[config.mk]
export PLATFORM = sky130hd
export DESIGN_NAME = ucast_fanout
export DESIGN_NICKNAME = d
export VERILOG_FILES = /design/src/rtl/ucast_pkg.sv /design/src/rtl/ucast_lsb_find.sv /design/src/rtl/ucast_node_sum.sv /design/src/rtl/ucast_fanout.sv
export SDC_FILE = /design/constraint.sdc
export NUM_CORES = 1
export LEC_CHECK = 0
export BUFFER_PORTS_ARGS = -buffer_cell sky130_fd_sc_hd__buf_2
export CORE_MARGIN = 2
export CORE_UTILIZATION = 40
export CTS_BUF_LIST = sky130_fd_sc_hd__clkbuf_16
export CTS_CLUSTER_SIZE = 20
export DETAILED_ROUTE_END_ITERATION = 6
export PLACE_DENSITY = 0.66
export SYNTH_ARGS = -nofsm -noshare
export SYNTH_HDL_FRONTEND = slang
export SYNTH_SLANG_ARGS = --single-unit
[constraint.sdc]
create_clock -name clk -period 6.5 [get_ports clk]
set_input_delay 1.3 -clock clk [delete_from_list [all_inputs] [get_ports clk]]
set_output_delay 1.3 -clock clk [all_outputs]
set_load 0.01 [all_outputs]
[src/rtl/ucast_pkg.sv]
package ucast_pkg;

    typedef enum logic [1:0] {
        ST_IDLE  = 2'd0,
        ST_EMIT  = 2'd1,
        ST_DONE  = 2'd2,
        ST_FAULT = 2'd3
    } ucast_state_t;

endpackage

[src/rtl/ucast_lsb_find.sv]
module ucast_lsb_find #(
    parameter int W = 256,
    localparam int IW = $clog2(W)
) (
    input  logic [W-1:0]  vec,
    output logic [IW-1:0] idx
);

    // Lowest set bit wins; scanning downward leaves the smallest index last.
    always_comb begin
        idx = '0;
        for (int i = W - 1; i >= 0; i--) begin
            if (vec[i]) begin
                idx = IW'(i);
            end
        end
    end

endmodule

[src/rtl/ucast_node_sum.sv]
module ucast_node_sum #(
    parameter int NODE_W = 15,
    parameter int IDX_W  = 8
) (
    input  logic [NODE_W-1:0] base,
    input  logic [IDX_W-1:0]  idx,
    output logic [NODE_W-1:0] node
);

    // Destination identifier wraps modulo 2^NODE_W.
    always_comb begin
        node = base + NODE_W'(idx);
    end

endmodule

[src/rtl/ucast_fanout.sv]
module ucast_fanout
    import ucast_pkg::*;
#(
    parameter int VEC_W  = 256,
    parameter int NODE_W = 15,
    parameter int CMD_W  = 8,
    parameter int PAY_W  = 96,
    localparam int IDX_W = $clog2(VEC_W)
) (
    input  logic              clk,
    input  logic              rst_n,
    input  logic              desc_valid,
    output logic              desc_ready,
    input  logic [VEC_W-1:0]  desc_vec,
    input  logic [NODE_W-1:0] desc_base,
    input  logic [CMD_W-1:0]  desc_cmd,
    input  logic              desc_multilevel,
    input  logic [PAY_W-1:0]  desc_payload,
    output logic              req_valid,
    input  logic              req_ready,
    output logic [NODE_W-1:0] req_node,
    output logic [IDX_W-1:0]  req_index,
    output logic [CMD_W-1:0]  req_cmd,
    output logic [PAY_W-1:0]  req_payload,
    output logic              done,
    output logic              err_mode
);

    ucast_state_t      state_q, state_d;
    logic [VEC_W-1:0]  pend_q;
    logic [NODE_W-1:0] base_q;
    logic [CMD_W-1:0]  cmd_q;
    logic [PAY_W-1:0]  pay_q;
    logic [IDX_W-1:0]  lo_idx;
    logic [VEC_W-1:0]  pend_clr;
    logic              accept;
    logic              fire;

    ucast_lsb_find #(.W(VEC_W)) u_find (
        .vec (pend_q),
        .idx (lo_idx)
    );

    ucast_node_sum #(.NODE_W(NODE_W), .IDX_W(IDX_W)) u_sum (
        .base (base_q),
        .idx  (lo_idx),
        .node (req_node)
    );

    assign accept   = (state_q == ST_IDLE) && desc_valid;
    assign fire     = (state_q == ST_EMIT) && req_ready;
    assign pend_clr = pend_q & ~(VEC_W'(1) << lo_idx);

    // Next-state logic
    always_comb begin
        state_d = state_q;
        unique case (state_q)
            ST_IDLE: begin
                if (accept) begin
                    if (desc_multilevel)  state_d = ST_FAULT;
                    else if (|desc_vec)   state_d = ST_EMIT;
                    else                  state_d = ST_DONE;
                end
            end
            ST_EMIT: begin
                if (fire && !(|pend_clr)) state_d = ST_DONE;
            end
            ST_DONE:  state_d = ST_IDLE;
            ST_FAULT: state_d = ST_IDLE;
        endcase
    end

    // State register
    always_ff @(posedge clk) begin
        if (!rst_n) state_q <= ST_IDLE;
        else        state_q <= state_d;
    end

    // Descriptor capture and pending-bit retirement
    always_ff @(posedge clk) begin
        if (!rst_n) begin
            pend_q <= '0;
            base_q <= '0;
            cmd_q  <= '0;
            pay_q  <= '0;
        end else if (accept) begin
            pend_q <= desc_multilevel ? '0 : desc_vec;
            base_q <= desc_base;
            cmd_q  <= desc_cmd;
            pay_q  <= desc_payload;
        end else if (fire) begin
            pend_q <= pend_clr;
        end
    end

    // Outputs
    always_comb begin
        desc_ready = 1'b0;
        req_valid  = 1'b0;
        done       = 1'b0;
        err_mode   = 1'b0;
        unique case (state_q)
            ST_IDLE:  desc_ready = 1'b1;
            ST_EMIT:  req_valid  = 1'b1;
            ST_DONE:  done       = 1'b1;
            ST_FAULT: err_mode   = 1'b1;
        endcase
    end

    assign req_index   = lo_idx;
    assign req_cmd     = cmd_q;
    assign req_payload = pay_q;

    // Assertions
    assert_exclusive_R2: assert property (@(posedge clk) disable iff (!rst_n)
        !(desc_ready && req_valid));

    assert_ascending_R3: assert property (@(posedge clk) disable iff (!rst_n)
        (req_valid && req_ready) |=> (!req_valid || (req_index > $past(req_index))));

    assert_hold_R5: assert property (@(posedge clk) disable iff (!rst_n)
        (req_valid && !req_ready) |=> (req_valid && $stable(req_node) && $stable(req_index)
                                       && $stable(req_cmd) && $stable(req_payload)));

    assert_done_pulse_R6: assert property (@(posedge clk) disable iff (!rst_n)
        done |=> (!done && desc_ready));

    assert_fault_quiet_R7: assert property (@(posedge clk) disable iff (!rst_n)
        err_mode |-> (!done && !req_valid));

    assert_fault_pulse_R7: assert property (@(posedge clk) disable iff (!rst_n)
        err_mode |=> (!err_mode && desc_ready));

    assert_busy_closed_R8: assert property (@(posedge clk) disable iff (!rst_n)
        req_valid |=> !desc_ready);

endmodule

* Word level (Yosys, flattened, before mapping)
Cells that the tools add are included.
** Word-level totals
- Bits in read-only memories :: 0
- Input port bits :: 380
- Word-level logic and storage cells :: 292
- Memories :: 0
- Memory bits (writable) :: 0
- Bits in registers :: 377
- Bits in latches :: 0
** Cells by class
- Shifts and indexed selects :: 1
- Order comparisons :: 0
- Add/sub/neg operators :: 1
- Multiply operators :: 0
- Divide/modulo/power cells :: 0
- Multiplexer cells :: 268
- Equal/unequal tests :: 5
- Reduce and logical (&&, ||, !) cells :: 10
- Bitwise logic cells :: 2
** Operators with widths (count)
- 2-to-1 mux 8 bit :: 256
- 2-to-1 mux 256 bit :: 3
- OR reduction 256 bit :: 2
- AND 256 bit :: 1
- inverter 256 bit :: 1
- left shift 1 x 8 -> 256 bit, first input constant :: 1
- adder 15 x 8 -> 15 bit :: 1
- 2-to-1 mux 2 bit :: 4
- one-hot mux 2 bit (3 select lines) :: 1
- equality test 2 bit, second input constant :: 2
- 2-to-1 mux 1 bit :: 4
- logical AND 1 bit :: 3
- equality test 2 x 1 -> 1 bit, second input constant :: 1
- logical NOT 2 bit :: 1
- inequality test 2 x 1 -> 1 bit, second input constant :: 1
- inequality test 2 bit, second input constant :: 1
- AND reduction 2 bit :: 1
- nonzero test 2 bit :: 1
- OR reduction 2 bit :: 1
- logical NOT 1 bit :: 1

* Longest topological paths before layout
Gate-level depths: netlist (run 1).
- Word-level depth :: 264
- Mapped depth :: 23
- Gate-level depth less buffers :: 20

* Cells and area by module
Synthesis (run 1) repeated with hierarchy kept, for this count alone.
** Second synthesis, totals
- Cell total of the unflattened synthesis :: 2935
- Area, all modules :: 23008.3 µm²
** By module, submodules not included
- ucast_fanout :: sequential area each 7547.2 µm², cells an instance 2256, instances 1, area each 19055.8 µm²
- ucast_lsb_find :: sequential area each 0.0 µm², cells an instance 615, instances 1, area each 3480.8 µm²
- ucast_node_sum :: sequential area each 0.0 µm², cells an instance 64, instances 1, area each 471.7 µm²

* Worst setup path before layout (run 1)
No wires, ideal clock.
- Kind :: register to output
- Start point :: register pend_q[95]
- End point :: output port req_node[12]
- Stages on the path, launching flop included :: 22
- Arrival :: 4.434 ns
- Data required time :: 5.200 ns
- Slack :: 0.766 ns
- Path through :: dfxtp_1 > or3_1 > nor4_1 > a2111oi_0 > o41ai_1 > and4_1 > a21bo_2 > nand2_1 > inv_1 > clkbuf_1 > buf_1 > ha_1 > fa_1 > a21o_1 > a21oi_1 > o21bai_1 > a21oi_1 > o21bai_1 > a21oi_1 > nor2b_1 > nand4_1 > xnor2_1
** Between the ends
- Longest elaborated chain between the ends :: 97
** RTL lines
- start, declared :: line ucast_fanout.sv:30 : logic [VEC_W-1:0] pend_q;
- start signal, assigned :: line ucast_fanout.sv:87 : pend_q <= desc_multilevel ? '0 : desc_vec;
- start signal, assigned :: line ucast_fanout.sv:92 : pend_q <= pend_clr;
- 2-to-1 mux 8 bit (96 in series) :: line ucast_lsb_find.sv:13 : if (vec[i]) begin
- named net req_index[0] :: line ucast_fanout.sv:22 : output logic [IDX_W-1:0] req_index,
- adder 15 x 8 -> 15 bit :: line ucast_node_sum.sv:12 : node = base + NODE_W'(idx);
- end, declared :: line ucast_fanout.sv:21 : output logic [NODE_W-1:0] req_node,
The timed path passes the listed nets, and every way through them passes these cells.

* Final worst setup path (run 1)
- Start point :: register pend_q[27]
- End point :: output port req_node[12]
** Between the ends
- Longest elaborated chain between the ends :: 29
** RTL lines (line)
- 2-to-1 mux 8 bit (28 in series) :: ucast_lsb_find.sv:13
- adder 15 x 8 -> 15 bit :: ucast_node_sum.sv:12
No other way between the ends.

==> impl_metrics.yaml, run 1 <==
global_routing:
  grt_max_degree: 114
  antenna_found_initial: 19
  track_usage_pct: 45.1
  grt_pass1_wl_um: 197000
  first_global_vias: 28000
  grt_overflow_total: 0
critical_path:
  cpLargestDelayFamily: "compound AO/OA/AOI/OAI gates"
  crit_start: "pend_q[27]$_SDFFE_PN0P_"
  reg2regPathDepth: 16
  reg2reg_from: "pend_q[232]$_SDFFE_PN0P_"
  path_depth: 22
  cpMostUsedCell: "a21oi_2"
  timing.rr.end: "state_q[1]$_SDFFE_PN0P_"
  path_buf_inv: 4
  rrSetupSlack_ns: 0.30
  cp_cell_sequence: "nand2b_1 -> a21oi_1 -> nand4bb_1 -> a2111oi_2 -> buf_4 -> nand4_1 -> inv_2 -> a21bo_2 -> nand2_1 -> inv_1 -> ha_1 -> fa_2 -> a21o_1 -> a21oi_2 -> o21bai_1 -> a21oi_2 -> o21bai_1 -> a21oi_2 -> nor2b_1 -> nand4_1 -> xnor2_1 -> buf_2"
  crit_path_max_fanout: 6
  crit_arrival_ns: 5.13
  critical_path_class: "flop to output pin"
  cp-end-kind: "output pin"
  worstSetupEndpoint: "req_node[12]"
  slowest_delay_ns: 0.72
  worst_setup_path_start_kind: "flop"
  required_ns: 5.20
  cpMaxStageDelayCell: "a2111oi_2"
routing:
  wl_um: 139000
  wl_per_cell_um: 30.7
  drc: 1
  postRouteAntennaNets: 0
  via_per_inst: 6.67
  vias: 30200
  firstDrtPassIters: 7
  drtIter0Drc: 4626
yosys:
  yosysTopAreaCellShare_pct: 33.2
  async_flop_share_pct: 0
  ys_warn_count: 0
  netlist.top_cell.by_area: "dfxtp_1"
  synth_ff_type: "dfxtp_1"
  synth_edf_count: 0
  synth_cell_type_count: 87
  ys_seq_area_share_pct: 33.2
  ys_top_cells_by_area: "dfxtp_1 33%, o21ai_0 6.6%, nand2_1 6.4%"
  netlist_area_mm2: 0.0228
  netlist_instances: 3142
  ys_ff_latch: 377
  avgSynthCellArea_um2: 7.24
  yosys-top-cells-count: "387 x nand2_1, 377 x dfxtp_1, 321 x nor2_1"
  synth_nets: 3531
  yosysMostFrequentCell: "nand2_1"
clocking:
  cts_hold_buf: 0
  cts_buffer_depth: 3
  clock-sinks: 377
  clock_latency_ns: 0.62
  cts_buffers: 45
  clockRootBuffer: "clkbuf_16"
  cts_tree: "built"
  cts_max_level: 2
  clkTransAtPathRegs_ns: 0.06
final_layout:
  finalNonFillerCells: 4526
  fillerInstances: 5656
  drive_gt1_share_pct: 24.4
  fin_nets: 4112
  final_core_util_pct: 52.0
  area_delta_synth_final_pct: 28.6
die:
  boundaryPins: 511
  die_h_um: 243
  start_util_pct: 40.4
  die_x_um: 243
  core_mm2: 0.0563
  die-area_mm2: 0.0588
  rows: 87
min_path:
  hp-class: "flop to flop"
  hold_depth: 2
timing:
  finalCritPeriodShare_pct: 99.0
  tightestPinTransition_ns: 1.45
  slew_viol_final: 0
  setup_viol: 0
  fin_crit_ns: 6.43
  clock-skew-final_ns: 0.0224
  max_freq_ghz: 0.155
  hold_violations: 0
  fin_ws_ns: 0.0674
  slew_headroom_pct: 3.41
power_and_ir_drop:
  power_density_mw_per_mm2: 307
  power.leakage_nw: 11.3
  peakVddDrop_v: 0.000220
status:
  outcome: "finished with violations"
  violations: "DRC"
place:
  placed_cells: 4427
  gp_congestion: 1.11
  port_buffers: 510
  dpl.hpwl_um: 106000
  place_ws_ns: 0.183
job:
  maxCapViolCount: 0
-- per-stage QoR --
| stage | hold slack, ns | TNS (ns) | instance area, um2 | power, W |
|---|---|---|---|---|
| finish | 0.451 | 0 | 29300 | 0.00897 |
| global route | 0.465 | -0.107 | 29200 | 0.00914 |
| CTS | 0.451 | 0 | 29000 | 0.00871 |
| detailed placement | 0.443 | 0 | 27500 | 0.00611 |
| global placement | 0.438 | 0 | 27500 | 0.00614 |
| floorplan | 0.436 | 0 | 22800 | 0.00434 |
-- cell families (layout without fill, tap and decap cells) --
kind of cell | after synthesis | in the layout | synth area share [%]
AO/OA/AOI/OAI | 1106 | 1106 | 31.9
XOR/XNOR | 13 | 13 | 0.500
adder cells (fa/ha/maj) | 9 | 9 | 0.528
AND/OR/NAND/NOR | 1338 | 1338 | 28.9
other | 0 | 12 | 0
flip-flops | 377 | 377 | 33.2
buffers and inverters | 299 | 915 | 4.98
-- worst min-delay path by stage --
stage                                       from                           end  slack, ns
global route        req_payload[29]$_SDFFE_PN0P_  req_payload[29]$_SDFFE_PN0P_       0.47
CTS                 req_payload[58]$_SDFFE_PN0P_  req_payload[58]$_SDFFE_PN0P_       0.45
global placement    req_payload[65]$_SDFFE_PN0P_  req_payload[65]$_SDFFE_PN0P_       0.44
finish              req_payload[32]$_SDFFE_PN0P_  req_payload[32]$_SDFFE_PN0P_       0.45
floorplan                base_q[13]$_SDFFE_PN0P_       base_q[13]$_SDFFE_PN0P_       0.44
detailed placement  req_payload[58]$_SDFFE_PN0P_  req_payload[58]$_SDFFE_PN0P_       0.44
-- cell usage in the layout, fill, tap and decap left out, types with 12 or more instances in the layout --
cell       count
a211oi_1      51
a21oi_1      222
a221oi_1      16
a22oi_1       86
a31oi_1       12
and2_1        38
and3_1        24
and4_1        12
buf_12        12
buf_2        510
buf_4        245
clkbuf_16     45
dfxtp_1      374
diode_2       12
inv_1         72
nand2_1      386
nand2b_1      25
nand3_1       83
nand4_1       74
nor2_1       318
nor2b_1       18
nor3_1        92
nor4_1       160
o2111ai_1     17
o211ai_1      95
o21a_1        19
o21ai_0      298
o21bai_1      13
o31a_1        24
o31ai_1      104
o41ai_1       12
or3_1         19
or4_1         35
-- cell type report --
type / count / area [um2] / area share, %
flip-flops and latches: 377 / 7550 / 25.8
inverters: 66 / 255 / 0.872
clock inverters: 37 / 347 / 1.18
well taps: 756 / 946 / 3.23
multi-input cells: 2466 / 14400 / 49.1
diodes: 12 / 30.0 / 0.103
repair buffers: 767 / 4630 / 15.8
clock buffers: 45 / 1130 / 3.85
-- flip-flops by register name, summed over array words and instances, names as in the netlist --
name and flops:
req_payload 96, pend_q 256, req_cmd 8, base_q 15, state_q 2
-- timing repair --
item / CTS / global route
buffers inserted: 0 / 5
endpoints found under the setup margin: 7 / 7
endpoints found under the hold margin: 0 / 0
resized for setup: 17 / 34
pin swaps: 3 / 14
cloned: 0 / 0
-- where the power goes --
group          switching [W]  internal, W  leakage (nW)
logic                0.00243      0.00115          7.47
registers           0.000283      0.00250          3.10
clock network        0.00113      0.00147         0.748
-- tightest hold or removal path, cell delays in order, from the launching register on --
cell     delay, ns
dfxtp_1       0.30
nand2_1       0.05
a21oi_1       0.05
-- routing by layer --
layer / share of wire (%) / vias to the layer above / wire [um] / GRT usage, %
li1: - / 13100 / - / -
met1: 38 / 14300 / 52700 / 56.9
met2: 42 / 2300 / 58100 / 67.0
met3: 12 / 551 / 17100 / 12.7
met4: 7.8 / 16 / 10800 / 29.8
met5: 0.081 / - / 113 / 0
Power figures use the tool's default switching activity.
==> inputs of run 2 (changes only) <==
Settings changed: GPL_TIMING_DRIVEN set to 0, SLEW_MARGIN set to 5, SYNTH_HIERARCHICAL set to 1.
==> impl_metrics.yaml, run 2 <==
status:
  outcome: "finished with violations"
  violations: "setup timing"
yosys:
  netlist_instances: 2935
  synth_cell_type_count: 75
  synth_ff_type: "dfxtp_1"
  yosys-top-cells-count: "377 x dfxtp_1, 284 x nand2_1, 284 x nand3_1"
  ys_warn_count: 6
  netlist_area_mm2: 0.0230
  netlist.top_cell.by_area: "dfxtp_1"
  avgSynthCellArea_um2: 7.84
  yosysTopAreaCellShare_pct: 32.8
  synth_nets: 3324
  synth_edf_count: 0
  async_flop_share_pct: 0
  yosysMostFrequentCell: "dfxtp_1"
  ys_seq_area_share_pct: 32.8
  ys_ff_latch: 377
  ys_top_cells_by_area: "dfxtp_1 33%, o211a_1 11%, o211ai_1 8.4%"
critical_path:
  required_ns: 7.03
  path_buf_inv: 2
  crit_path_max_fanout: 10
  cp_cell_sequence: "nor4_1 -> nand3_1 -> nor3_1 -> o21ai_1 -> or4_1 -> a31oi_2 -> buf_2 -> buf_2 -> nand4_1 -> o21ai_0 -> nand4_1 -> nor4_2 -> nand4_1 -> nor3_2 -> a31o_1"
  critical_path_class: "flop to flop"
  worst_setup_path_start_kind: "flop"
  cpLargestDelayFamily: "simple AND/OR/NAND/NOR gates"
  cpMaxStageDelayCell: "nor4_1"
  crit_arrival_ns: 7.13
  cp-end-kind: "flop"
  slowest_delay_ns: 0.68
  cpMostUsedCell: "nand4_1"
place:
  port_buffers: 509
  gp_congestion: 1.04
  dpl.hpwl_um: 91300
  place_ws_ns: -1.36
clocking:
  cts_tree: "built"
  cts_max_level: 2
  cts_buffer_depth: 3
  clkTransAtPathRegs_ns: 0.06
  clock-sinks: 377
  clock_latency_ns: 0.60
  cts_buffers: 45
  clockRootBuffer: "clkbuf_16"
final_layout:
  fin_nets: 3888
  drive_gt1_share_pct: 18.4
  largest_register: "pend_q"
  area_delta_synth_final_pct: 22.8
  final_common_cell: "buf_2"
  final_cell_mix: "524 x buf_2, 377 x dfxtp_1, 284 x nand3_1, 283 x nand2_1"
  final_core_util_pct: 49.9
  fillerInstances: 5768
  largest_reg_flops: 256
timing:
  hold_slack_ns: 0.460
  clock-skew-final_ns: 0.0330
  fin_ws_ns: -0.0972
  setup_viol: 2
  max_freq_ghz: 0.152
  finalCritPeriodShare_pct: 101
  fin_crit_ns: 6.60
  hold_violations: 0
  slew_viol_final: 0
  slew_headroom_pct: 3.52
  tns_ns: -0.187
  tightestPinTransition_ns: 1.43
die:
  die-area_mm2: 0.0595
  rows: 87
  start_util_pct: 40.6
  die_x_um: 244
  boundaryPins: 511
  core_mm2: 0.0566
  die_h_um: 244
power_and_ir_drop:
  power_density_mw_per_mm2: 286
  p_sw_share_pct: 38.7
  p_switching_w: 0.00313
  peakVddDrop_v: 0.000208
  clkPwrFrac_pct: 33.0
  power.leakage_nw: 12.3
  combPwrFrac_pct: 31.8
  p_int_w: 0.00496
  share_seq_of_total_power_pct: 35.2
  power_w: 0.00809
global_routing:
  grt_max_degree: 13
  antenna_found_initial: 18
  grt_overflow_total: 0
  grt_pass1_wl_um: 168000
  first_global_vias: 26500
  track_usage_pct: 37.2
routing:
  drc: 0
  via_per_inst: 6.57
  wl_per_cell_um: 27.1
  firstDrtPassIters: 6
  wl_um: 116000
  postRouteAntennaNets: 0
  vias: 28200
  drtIter0Drc: 3010
job:
  maxCapViolCount: 0
min_path:
  hp-class: "flop to flop"
run 2: cells by family (layout without fill, tap and decap cells):
kind of cell    Yosys count  in the layout  synth area share, %
xor+xnor                 13             13                0.495
simple gates           1126           1126                 25.6
buf+inv                 303            901                 5.16
fa+ha+maj                 9              9                0.522
flops                   377            377                 32.8
compound gates         1107           1107                 35.4
other cells               0              4                    0
run 2: area by class of cell:
type / instances / area (um2) / area share [%]
multi-input combinational: 2255 / 14400 / 51.1
sequential: 377 / 7550 / 26.7
timing repair buffer: 517 / 2610 / 9.24
clock buffer: 45 / 1130 / 3.99
buffer: 257 / 1010 / 3.59
tap: 756 / 946 / 3.35
clock inverter: 36 / 384 / 1.36
inverter: 46 / 173 / 0.611
antenna: 4 / 10.0 / 0.0354
run 2: path summary, 6_finish.rpt:
kind | from | slack (ns) | depth (start not counted) | endpoint
setup / recovery | pend_q[87]$_SDFFE_PN0P_ | -0.1 | 15 | state_q[1]$_SDFFE_PN0P_
hold reg to reg | req_payload[52]$_SDFFE_PN0P_ | 0.46 | 2 | req_payload[52]$_SDFFE_PN0P_
setup reg to reg | pend_q[87]$_SDFFE_PN0P_ | -0.1 | 15 | state_q[1]$_SDFFE_PN0P_
hold / removal | req_payload[52]$_SDFFE_PN0P_ | 0.46 | 2 | req_payload[52]$_SDFFE_PN0P_
run 2: routing by layer:
metal | GRT usage [%] | wire length, um | up-vias | part of all wire [%]
met5 | 0 | 163 | - | 0.14
met4 | 23.3 | 8590 | 24 | 7.4
met3 | 7.88 | 11400 | 407 | 9.8
met2 | 61.3 | 52900 | 1734 | 45
met1 | 44.1 | 43200 | 13400 | 37
li1 | - | - | 12600 | -
run 2: power by group through the flow:
stage | Combinational, W | Clock (W) | Sequential [W]
2_1_floorplan | 0.00146 | 0 | 0.00281
3_3_place_gp | 0.00244 | 0 | 0.00288
3_5_place_dp | 0.00244 | 0 | 0.00288
4_1_cts | 0.00246 | 0.00267 | 0.00283
5_1_grt | 0.00272 | 0.00276 | 0.00288
6_report | 0.00258 | 0.00267 | 0.00285
run 2: what timing repair did:
item	CTS	global route
endpoints found under the setup margin	11	10
pin swaps	0	4
endpoints found under the hold margin	0	0
resized for setup	18	36
hold buffers	0	0
gates cloned	0	0
setup buffers	0	6
run 2: stage by stage:
stage | instance area (um2) | std cells
after detailed placement | 26500 | 4202
after floorplan | 23000 | 2935
after global routing | 28200 | 4290
after CTS | 28100 | 4283
final | 28300 | 4293
after global placement | 26500 | 4200
run 2: worst min-delay path, cell delays in order (launching register included):
cell and delay (ns):
dfxtp_1 0.30, nand2_1 0.04, a21boi_0 0.06
